--- src/rtl/ptw_pkg.sv ---
package ptw_pkg;
  localparam int VA_W      = 32;
  localparam int PA_W      = 34;
  localparam int PTE_W     = 32;
  localparam int PG_SHIFT  = 12;
  localparam int IDX_W     = 10;
  localparam int LEVELS    = 2;
  localparam int PTE_BYTES = 4;
  localparam int PPN_W     = PA_W - PG_SHIFT;
  localparam int PPN_LSB   = 10;
  localparam int LVL_W     = (LEVELS > 1) ? $clog2(LEVELS) : 1;
  localparam int TOP_LVL   = LEVELS - 1;

  localparam int B_V = 0;
  localparam int B_R = 1;
  localparam int B_W = 2;
  localparam int B_X = 3;
  localparam int B_U = 4;
  localparam int B_A = 6;
  localparam int B_D = 7;

  typedef enum logic [1:0] {ACC_FETCH = 2'd0, ACC_LOAD = 2'd1, ACC_STORE = 2'd2} acc_e;
  typedef enum logic [1:0] {FLT_NONE = 2'd0, FLT_PAGE = 2'd1, FLT_ACCESS = 2'd2} flt_e;

  // index field of the virtual address for a given level
  function automatic logic [IDX_W-1:0] vpn_at(logic [VA_W-1:0] va, logic [LVL_W-1:0] lvl);
    return va[PG_SHIFT + int'(lvl) * IDX_W +: IDX_W];
  endfunction

  // byte address of an entry inside the table at page ppn
  function automatic logic [PA_W-1:0] entry_addr(logic [PPN_W-1:0] ppn, logic [IDX_W-1:0] idx);
    return {ppn, {PG_SHIFT{1'b0}}} + PA_W'(idx) * PA_W'(PTE_BYTES);
  endfunction

  // physical address of a leaf: low virtual bits pass through for a superpage
  function automatic logic [PA_W-1:0] leaf_paddr(logic [PPN_W-1:0] ppn, logic [VA_W-1:0] va,
                                                 logic [LVL_W-1:0] lvl);
    logic [PA_W-1:0] keep;
    keep = (PA_W'(1) << (PG_SHIFT + int'(lvl) * IDX_W)) - PA_W'(1);
    return ({ppn, {PG_SHIFT{1'b0}}} & ~keep) | (PA_W'(va) & keep);
  endfunction

  function automatic logic in_window(logic [PA_W-1:0] a, logic [PA_W-1:0] base,
                                     logic [PA_W-1:0] size);
    return (a >= base) && ((a - base) < size);
  endfunction
endpackage

--- src/rtl/ptw_addr.sv ---
module ptw_addr import ptw_pkg::*; #(
  parameter logic [PA_W-1:0] MEM_BASE = 34'h0_8000_0000,
  parameter logic [PA_W-1:0] MEM_SIZE = 34'h0_0100_0000
) (
  input  logic [PPN_W-1:0] base_ppn,
  input  logic [VA_W-1:0]  vaddr,
  input  logic [LVL_W-1:0] level,
  output logic [PA_W-1:0]  pte_addr,
  output logic             mapped
);
  always_comb begin
    pte_addr = entry_addr(base_ppn, vpn_at(vaddr, level));
    mapped   = in_window(pte_addr, MEM_BASE, MEM_SIZE);
  end
endmodule

--- src/rtl/ptw_leaf.sv ---
module ptw_leaf import ptw_pkg::*; (
  input  logic [PTE_W-1:0] pte,
  input  logic [1:0]       kind,
  input  logic             smode,
  input  logic             sum,
  input  logic             mxr,
  input  logic [LVL_W-1:0] level,
  output logic             is_table,
  output logic             leaf_bad,
  output logic             needs_wb,
  output logic [PTE_W-1:0] pte_upd
);
  logic priv_bad, form_bad, type_bad, misalign;
  logic [PPN_W-1:0] ppn;
  logic [PPN_W-1:0] low_mask;

  always_comb begin
    ppn      = PPN_W'(pte[PTE_W-1:PPN_LSB]);
    low_mask = (PPN_W'(1) << (int'(level) * IDX_W)) - PPN_W'(1);
    is_table = pte[B_V] && !pte[B_R] && !pte[B_W] && !pte[B_X];
    priv_bad = pte[B_U] ? (smode && (acc_e'(kind) == ACC_FETCH || !sum)) : !smode;
    form_bad = !pte[B_V] || (!pte[B_R] && pte[B_W]);
    case (acc_e'(kind))
      ACC_FETCH: type_bad = !pte[B_X];
      ACC_LOAD:  type_bad = !(pte[B_R] || (mxr && pte[B_X]));
      default:   type_bad = !(pte[B_R] && pte[B_W]);
    endcase
    misalign = (ppn & low_mask) != '0;
    leaf_bad = priv_bad || form_bad || type_bad || misalign;
    pte_upd  = pte | (PTE_W'(1) << B_A)
                   | ((acc_e'(kind) == ACC_STORE) ? (PTE_W'(1) << B_D) : '0);
    needs_wb = pte_upd != pte;
  end
endmodule

--- src/rtl/ptw_walker.sv ---
module ptw_walker import ptw_pkg::*; #(
  parameter logic [PA_W-1:0] MEM_BASE = 34'h0_8000_0000,
  parameter logic [PA_W-1:0] MEM_SIZE = 34'h0_0100_0000
) (
  input  logic             clk,
  input  logic             rst_n,
  input  logic             req_valid,
  output logic             req_ready,
  input  logic [VA_W-1:0]  req_vaddr,
  input  logic [1:0]       req_kind,
  input  logic             req_smode,
  input  logic             req_sum,
  input  logic             req_mxr,
  input  logic             req_bare,
  input  logic [PPN_W-1:0] req_root,
  output logic             rsp_valid,
  output logic [PA_W-1:0]  rsp_paddr,
  output logic [1:0]       rsp_fault,
  output logic             mem_req,
  output logic             mem_we,
  output logic [PA_W-1:0]  mem_addr,
  output logic [PTE_W-1:0] mem_wdata,
  input  logic             mem_ack,
  input  logic [PTE_W-1:0] mem_rdata
);
  typedef enum logic [1:0] {S_IDLE, S_READ, S_WRITE, S_RESP} st_e;

  st_e              st;
  logic [VA_W-1:0]  va_q;
  logic [1:0]       kind_q;
  logic             smode_q, sum_q, mxr_q;
  logic [LVL_W-1:0] lvl_q;
  logic [PA_W-1:0]  addr_q;
  logic [PTE_W-1:0] wdata_q;
  logic [PA_W-1:0]  pa_q;
  flt_e             flt_q;

  // address generator inputs: request in idle, fetched pointer during a walk
  logic [PPN_W-1:0] ag_ppn;
  logic [VA_W-1:0]  ag_va;
  logic [LVL_W-1:0] ag_lvl;
  logic [PA_W-1:0]  ag_addr;
  logic             ag_mapped;

  logic             lf_table, lf_bad, lf_wb;
  logic [PTE_W-1:0] lf_upd;

  // named internal events
  logic ev_accept, ev_rd_done, ev_step, ev_bottom, ev_leaf_ok, ev_wr_done;

  always_comb begin
    if (st == S_IDLE) begin
      ag_ppn = req_root;
      ag_va  = req_vaddr;
      ag_lvl = LVL_W'(TOP_LVL);
    end else begin
      ag_ppn = PPN_W'(mem_rdata[PTE_W-1:PPN_LSB]);
      ag_va  = va_q;
      ag_lvl = LVL_W'(lvl_q - 1'b1);
    end
  end

  ptw_addr #(.MEM_BASE(MEM_BASE), .MEM_SIZE(MEM_SIZE)) u_addr (
    .base_ppn (ag_ppn),
    .vaddr    (ag_va),
    .level    (ag_lvl),
    .pte_addr (ag_addr),
    .mapped   (ag_mapped)
  );

  ptw_leaf u_leaf (
    .pte      (mem_rdata),
    .kind     (kind_q),
    .smode    (smode_q),
    .sum      (sum_q),
    .mxr      (mxr_q),
    .level    (lvl_q),
    .is_table (lf_table),
    .leaf_bad (lf_bad),
    .needs_wb (lf_wb),
    .pte_upd  (lf_upd)
  );

  assign ev_accept  = (st == S_IDLE) && req_valid;
  assign ev_rd_done = (st == S_READ) && !mem_we && mem_ack;
  assign ev_bottom  = lvl_q == '0;
  assign ev_step    = ev_rd_done && lf_table && !ev_bottom;
  assign ev_leaf_ok = ev_rd_done && !lf_table && !lf_bad;
  assign ev_wr_done = (st == S_WRITE) && mem_ack;

  always_ff @(posedge clk) begin
    if (!rst_n) begin
      st      <= S_IDLE;
      va_q    <= '0;
      kind_q  <= '0;
      smode_q <= 1'b0;
      sum_q   <= 1'b0;
      mxr_q   <= 1'b0;
      lvl_q   <= '0;
      addr_q  <= '0;
      wdata_q <= '0;
      pa_q    <= '0;
      flt_q   <= FLT_NONE;
    end else begin
      case (st)
        S_IDLE: if (ev_accept) begin
          va_q    <= req_vaddr;
          kind_q  <= req_kind;
          smode_q <= req_smode;
          sum_q   <= req_sum;
          mxr_q   <= req_mxr;
          lvl_q   <= LVL_W'(TOP_LVL);
          pa_q    <= '0;
          flt_q   <= FLT_NONE;
          if (req_bare) begin
            pa_q <= PA_W'(req_vaddr);
            st   <= S_RESP;
          end else if (!ag_mapped) begin
            flt_q <= FLT_ACCESS;
            st    <= S_RESP;
          end else begin
            addr_q <= ag_addr;
            st     <= S_READ;
          end
        end
        S_READ: if (ev_rd_done) begin
          if (lf_table) begin
            if (ev_bottom) begin
              flt_q <= FLT_PAGE;
              st    <= S_RESP;
            end else if (!ag_mapped) begin
              flt_q <= FLT_ACCESS;
              st    <= S_RESP;
            end else begin
              addr_q <= ag_addr;
              lvl_q  <= ag_lvl;
            end
          end else if (lf_bad) begin
            flt_q <= FLT_PAGE;
            st    <= S_RESP;
          end else begin
            pa_q <= leaf_paddr(PPN_W'(mem_rdata[PTE_W-1:PPN_LSB]), va_q, lvl_q);
            if (lf_wb) begin
              wdata_q <= lf_upd;
              st      <= S_WRITE;
            end else begin
              st <= S_RESP;
            end
          end
        end
        S_WRITE: if (ev_wr_done) st <= S_RESP;
        default: st <= S_IDLE;
      endcase
    end
  end

  assign req_ready = st == S_IDLE;
  assign rsp_valid = st == S_RESP;
  assign rsp_paddr = pa_q;
  assign rsp_fault = flt_q;
  assign mem_req   = (st == S_READ) || (st == S_WRITE);
  assign mem_we    = st == S_WRITE;
  assign mem_addr  = addr_q;
  assign mem_wdata = wdata_q;
endmodule

--- config.mk ---
export PLATFORM = sky130hd
export DESIGN_NAME = ptw_walker
export DESIGN_NICKNAME = d
export VERILOG_FILES = /design/src/rtl/ptw_pkg.sv /design/src/rtl/ptw_addr.sv /design/src/rtl/ptw_leaf.sv /design/src/rtl/ptw_walker.sv
export SDC_FILE = /design/constraint.sdc
export NUM_CORES = 1
export LEC_CHECK = 0
export BUFFER_PORTS_ARGS = -buffer_cell sky130_fd_sc_hd__clkbuf_2
export CAP_MARGIN = 20
export CORE_UTILIZATION = 33
export CTS_BUF_LIST = sky130_fd_sc_hd__clkbuf_4 sky130_fd_sc_hd__clkbuf_8 sky130_fd_sc_hd__clkbuf_16
export DETAILED_ROUTE_END_ITERATION = 8
export HOLD_SLACK_MARGIN = 0.05
export PLACE_DENSITY = 0.54
export RECOVER_POWER = 25
export SKIP_LAST_GASP = 1
export SYNTH_ARGS = -nofsm -noshare
export SYNTH_HDL_FRONTEND = slang
export SYNTH_SLANG_ARGS = --single-unit
export TNS_END_PERCENT = 30
--- constraint.sdc ---
create_clock -name clk -period 4.52 [get_ports clk]
set_clock_uncertainty 0.05 [all_clocks]
set_input_delay 0.678 -clock clk [delete_from_list [all_inputs] [get_ports clk]]
set_output_delay 0.678 -clock clk [all_outputs]
set_load 0.03 [all_outputs]
# After elaboration in Yosys (flattened, before gate mapping)
# Index checks and enable logic that the tools add are counted.
dict set report totals {
  regBits 142
  input_bits 96
  output_inout_bits 106
}
dict set report op_classes {
  n_addsub 7
  mul 2
  n_lt_le_gt_ge 2
  eq_ne 16
  shift 3
  n_mux 45
  bitwise_logic 8
  reduce_logical 39
}
# op n
set ops {}
lappend ops {{34-bit 2-to-1 mux} 10}
lappend ops {{34-bit case mux with 2 select lines} 2}
lappend ops {{32-bit 2-to-1 mux} 2}
lappend ops {{34-bit by 12-bit adder with 34-bit output} 1}
lappend ops {{32-bit by 34-bit AND with 34-bit output} 1}
lappend ops {{34-bit AND} 1}
lappend ops {{34-bit by 32-bit greater-or-equal comparator with 1-bit output (second input constant)} 1}
lappend ops {{34-bit by 25-bit less-than comparator with 1-bit output (second input constant)} 1}
lappend ops {{34-bit NOT} 1}
lappend ops {{34-bit bitwise OR} 1}
lappend ops {{1-bit by 6-bit << shifter with 34-bit output (first input constant)} 1}
lappend ops {{34-bit by 2-bit subtractor with 34-bit output (second input constant)} 1}
lappend ops {{34-bit by 32-bit subtractor with 34-bit output (second input constant)} 1}
lappend ops {{5-bit by 32-bit adder with 32-bit output (first input constant)} 1}
lappend ops {{2-bit 2-to-1 mux} 16}
lappend ops {{32-bit != test} 1}
lappend ops {{32-bit bitwise OR} 1}
lappend ops {{32-bit by 32-bit indexed part select with 10-bit output} 1}
lappend ops {{22-bit AND} 1}
lappend ops {{22-bit 2-to-1 mux} 1}
lappend ops {{22-bit nonzero test} 1}
lappend ops {{1-bit by 5-bit << shifter with 22-bit output (first input constant)} 1}
lappend ops {{22-bit by 2-bit subtractor with 22-bit output (second input constant)} 1}
lappend ops {{5-bit AND reduction} 3}
lappend ops {{23 further kinds} 70}

# Longest topological paths before layout
dict set report logic_depth {
  depth_word 14
  depth_mapped 12
}

# Modules after synthesis
# From an unflattened synthesis, not the netlist that was laid out.
dict set report hier_totals {
  hier_cells 903
  hier_area_um2 7513.5
}
# module instances cells_per_inst area_per_inst_um2 seq_area_each_um2
set modules_own_cells {}
lappend modules_own_cells {ptw_walker 1 810 6750.2 2842.7}
lappend modules_own_cells {ptw_addr 1 44 409.1 0.0}
lappend modules_own_cells {ptw_leaf 1 49 354.1 0.0}

# Least setup slack after synthesis
# No wires, ideal clock.
dict set report synth_path {
  path_type {register -> register}
  from {register st[0]}
  to {register addr_q[32] (netlist: mem_addr[32])}
  t_arrival_ns 3.173
  required_time_ns 4.379
  path_slack_ns 1.206
  path_stages_with_launch 13
  path_buffers 4
  period_less_slack_ns 3.314
  cell_sequence {dfxtp_1 inv_1 ha_1 clkbuf_1 clkbuf_1 clkbuf_1 mux2i_1 ha_1 xnor2_1 nor4b_1 clkbuf_1 a21oi_1 a311oi_1}
}
dict set report synth_between {
  elab_chain_cells 14
}
# element line_no
set synth_rtl {}
lappend synth_rtl {{from (decl)} ptw_walker.sv:28} ;# st_e st;
lappend synth_rtl {{from (signal assigned)} ptw_walker.sv:93} ;# st <= S_IDLE;
lappend synth_rtl {{from (signal assigned)} ptw_walker.sv:117} ;# st <= S_RESP;
lappend synth_rtl {{from (signal assigned)} ptw_walker.sv:120} ;# st <= S_RESP;
lappend synth_rtl {{2-bit logical NOT} {ptw_walker.sv:52, ptw_walker.sv:84, ptw_walker.sv:105}}
lappend synth_rtl {{1-bit 2-to-1 mux} ptw_walker.sv:52} ;# if (st == S_IDLE) begin
lappend synth_rtl {{1-bit by 3-bit multiplier with 4-bit output} ptw_pkg.sv:27} ;# return va[PG_SHIFT + int'(lvl) * IDX_W +: IDX_W];
lappend synth_rtl {{5-bit by 32-bit adder with 32-bit output} ptw_pkg.sv:27}
lappend synth_rtl {{32-bit by 32-bit indexed part select with 10-bit output} ptw_pkg.sv:27}
lappend synth_rtl {{34-bit by 12-bit adder with 34-bit output} ptw_pkg.sv:32} ;# return {ppn, {PG_SHIFT{1'b0}}} + PA_W'(idx) * PA_W'(PTE_BYTES);
lappend synth_rtl {{34-bit by 32-bit subtractor with 34-bit output} ptw_pkg.sv:45} ;# return (a >= base) && ((a - base) < size);
lappend synth_rtl {{34-bit by 25-bit less-than comparator with 1-bit output} ptw_pkg.sv:45}
lappend synth_rtl {{1-bit logical AND} ptw_pkg.sv:45}
lappend synth_rtl {{34-bit 2-to-1 mux} {ptw_walker.sv:118, ptw_walker.sv:131}}
lappend synth_rtl {{34-bit 2-to-1 mux} ptw_walker.sv:128} ;# if (ev_bottom) begin
lappend synth_rtl {{34-bit 2-to-1 mux} ptw_walker.sv:127} ;# if (lf_table) begin
lappend synth_rtl {{34-bit 2-to-1 mux} ptw_walker.sv:126} ;# S_READ: if (ev_rd_done) begin
lappend synth_rtl {{34-bit case mux with 2 select lines} ptw_walker.sv:105} ;# case (st)
lappend synth_rtl {{to (signal assigned)} ptw_walker.sv:122} ;# addr_q <= ag_addr;
lappend synth_rtl {{to (signal assigned)} ptw_walker.sv:135} ;# addr_q <= ag_addr;
lappend synth_rtl {{to (decl)} ptw_walker.sv:33} ;# logic [PA_W-1:0] addr_q;
# Parallel ways exist; a longest one is shown, timed or not. The select of a mux whose other input is x is not followed.
# A chain may end at the register's enable or synchronous reset.

# Worst setup path after layout
dict set report layout_path {
  from {register st[0]}
  to {register addr_q[26] (netlist: mem_addr[26])}
}
# Same word-level chain as after synthesis.

==> metrics.cfg <==
[status]
status=completed

[setup_path]
cp-end-kind=flop
cpLargestDelayFamily=simple AND/OR/NAND/NOR gates
path_cells=inv_1, ha_1, mux2i_2, buf_4, nor3b_2, buf_4, nand2_1, and3_1
worstRegToRegCells=8
cp.arrival_ps=3550
critical_path_class=reg -> reg
rrSetupSlack_ps=1230
crit_buf_inv=3
critPathMaxStageDelay_ps=760
crit_top_cell=buf_4
r2r-end=mem_addr[26]
timing.rr.start=st[0]
required_ps=4780
start_kind=flop
slowest_stage=ha_1
worst-path-max-fanout=30
worstSetupStartpoint=st[0]

[sta]
rsz0062_at_grt=false
final.setup.tns_ps=0
fin_ws_ps=1234
slew_violations=0
fmax_mhz=304.3
period_minus_slack_ps=3286
worst_pin_slew_ps=1086
fin_crit_sh_pct=72.71
relSlewSlack_pct=27.57
hold_viol_final=0
finalSetupViolCount=0

[clock_network]
clkSinkCount=140
cts_hold_buf=0
cts_resized=0
path_clk_slew_ps=60
cts_tree=done
cts_max_level=4
clk-insertion-delay-late_ps=420
cts_inserted_buffers=17
clk_path_buf_depth=2
cts-root-buf=clkbuf_16
post-cts-setup-buffers=0

[detailed_routing]
ant_nets=0
firstDrtPassIters=8
route.detailed.drc=0
routedWlPerCell_um=17.60
drt_iter0_markers=371
via_count=6250
via_per_inst=5.036
totalWireLength_mm=21.84

[final_layout]
drive_gt1_share_pct=22.85
num_antenna_cells=0
finalNetCount=1066
area_growth_pct=25.16
fin_util_pct=42.62

[grt]
antenna_found_initial=0
top_usage_layer=met2
grt_max_degree=97
met2_usage_pct=33.15
grt_use_met1_pct=27.48
use_met3_pct=5.629
overflow=0
grt_pass1_vias=5871
track_usage_pct=20.98
grt_pass1_wl_mm=32.66

[flow_run]
drv_cap=0

[floorplan]
io_pins=202
die_x_um=144.4
initial_utilization_pct=34.05
coreArea_um2=19650
die_y_um=144.4
die_area_um2=20850
rows=51

[synth]
synth.avg_cell_area_um2=8.355
synth_top_flop_cell=dfxtp_1
synth-xor-area-share_pct=0.1309
synth_simple_gate_area_share_pct=16.58
async_flop_share_pct=0
synthCells=801
synth_top_family_by_area=compound AO/OA/AOI/OAI gates
yosys_warnings=0
yosys.cell_types.count=51
synth_fa_ha_area_share_pct=1.309
synth_edf_count=0
synthMuxAreaShare_pct=13.37
yosys_register_bits=140
seq_area_frac_synth_pct=41.88
synth_area_um2=6693
synth-compound-area-share_pct=20.40

[power_and_ir_drop]
ir_drop_mv=0.3584
p_per_area_nw_per_um2=556.5
power_leakage_nw=3.394

[hold_path]
hold-path-endpoint=va_q[5]
whs_path_depth=2
hold_class=reg -> reg
min-delay-start=va_q[5]

[placed_design]
hpwlAfterDp_mm=15.27
post-place-ws_ps=1129
place_congestion=0.8291
port_buffers=199

==> how the worst max path moves through the flow <==
stage | to | cells past startpoint | slack [ps]
floorplan | mem_addr[32] | 12 | 1210
global placement | mem_addr[30] | 7 | 1130
detailed placement | mem_addr[29] | 7 | 1130
CTS | mem_addr[29] | 8 | 1190
global route | mem_addr[25] | 8 | 960
finish | mem_addr[26] | 8 | 1230
==> cells in the mapped netlist, types with 3 or more instances <==
cell | instances | area (µm²)
mux2_2 | 11 | 123.9
o21ai_0 | 60 | 300.3
nor4_1 | 6 | 37.54
nor2_1 | 6 | 22.52
nand2_1 | 207 | 777.0
dfxtp_1 | 140 | 2803
nand2b_1 | 6 | 37.54
nor2b_1 | 3 | 18.77
ha_1 | 7 | 87.58
mux2i_1 | 77 | 770.7
a311oi_1 | 14 | 122.6
buf_2 | 12 | 60.06
buf_4 | 5 | 37.54
clkbuf_1 | 45 | 168.9
a31oi_1 | 4 | 25.02
o21a_1 | 3 | 22.52
a221oi_2 | 20 | 300.3
buf_1 | 5 | 18.77
a21oi_1 | 78 | 390.4
inv_1 | 29 | 108.9
a32o_1 | 3 | 30.03
and3_1 | 7 | 43.79
nand3_1 | 6 | 30.03
o21ai_1 | 10 | 50.05
==> worst register-to-register path, stage by stage, from the launching register on <==
cell and delay (ps):
dfxtp_1 350, inv_1 130, ha_1 760, mux2i_2 130, buf_4 260, nor3b_2 200
buf_4 320, nand2_1 550, and3_1 420
==> registers in the layout (all words and copies together), names as in the netlist, 2 cells and up <==
register / cells
rsp_paddr: 34
mem_addr: 32
mem_wdata: 32
va_q: 32
kind_q: 2
rsp_fault: 2
st: 2
==> layer usage <==
layer / up-vias / share of wire (%)
li1: 3116 / -
met1: 2908 / 45
met2: 202 / 47
met3: 24 / 6.6
met4: 0 / 1.4
met5: - / 0
==> per-stage QoR <==
stage / cells / hold WS, ps / instance area, µm² / power, mW
after global placement: 1209 / 389.1 / 7845 / 3.235
final: 1241 / 402.8 / 8377 / 4.662
after floorplan: 802 / 381.2 / 6696 / 2.763
after CTS: 1241 / 401.7 / 8453 / 4.705
after detailed placement: 1209 / 393.5 / 7845 / 3.243
after global routing: 1241 / 413.4 / 8377 / 4.929
==> layout make-up <==
class                      count  area (µm²)
fill                        2109       11280
multi-input combinational    563        3497
sequential                   140        2803
timing repair buffer         211        1025
clock buffer                  18       439.2
tap                          265       331.6
clock inverter                14       168.9
inverter                      30       112.6
==> placed cells by master (no fill, tap or decap), drive strengths merged, types with 7 or more instances in the layout <==
cell / instances
clkbuf: 216
mux2: 11
a221oi: 22
a21oi: 78
nand2: 207
dfxtp: 140
mux2i: 77
clkinv: 8
inv: 31
ha: 7
o21ai: 70
nor2: 7
and3: 7
a311oi: 14
buf: 13
==> where the power goes <==
group          total (mW)  switching, mW  internal (mW)
sequential           1.51          0.116           1.40
clock                1.44          0.562          0.883
combinational        1.70           1.16          0.547
==> logic make-up after synthesis <==
family / count (synthesis)
other: 1
AO/OA/AOI/OAI: 207
buffers and inverters: 99
multiplexers: 88
XOR/XNOR: 1
adder cells (fa/ha/maj): 7
AND/OR/NAND/NOR: 258
flip-flops: 140
Power figures use the tool's default switching activity.
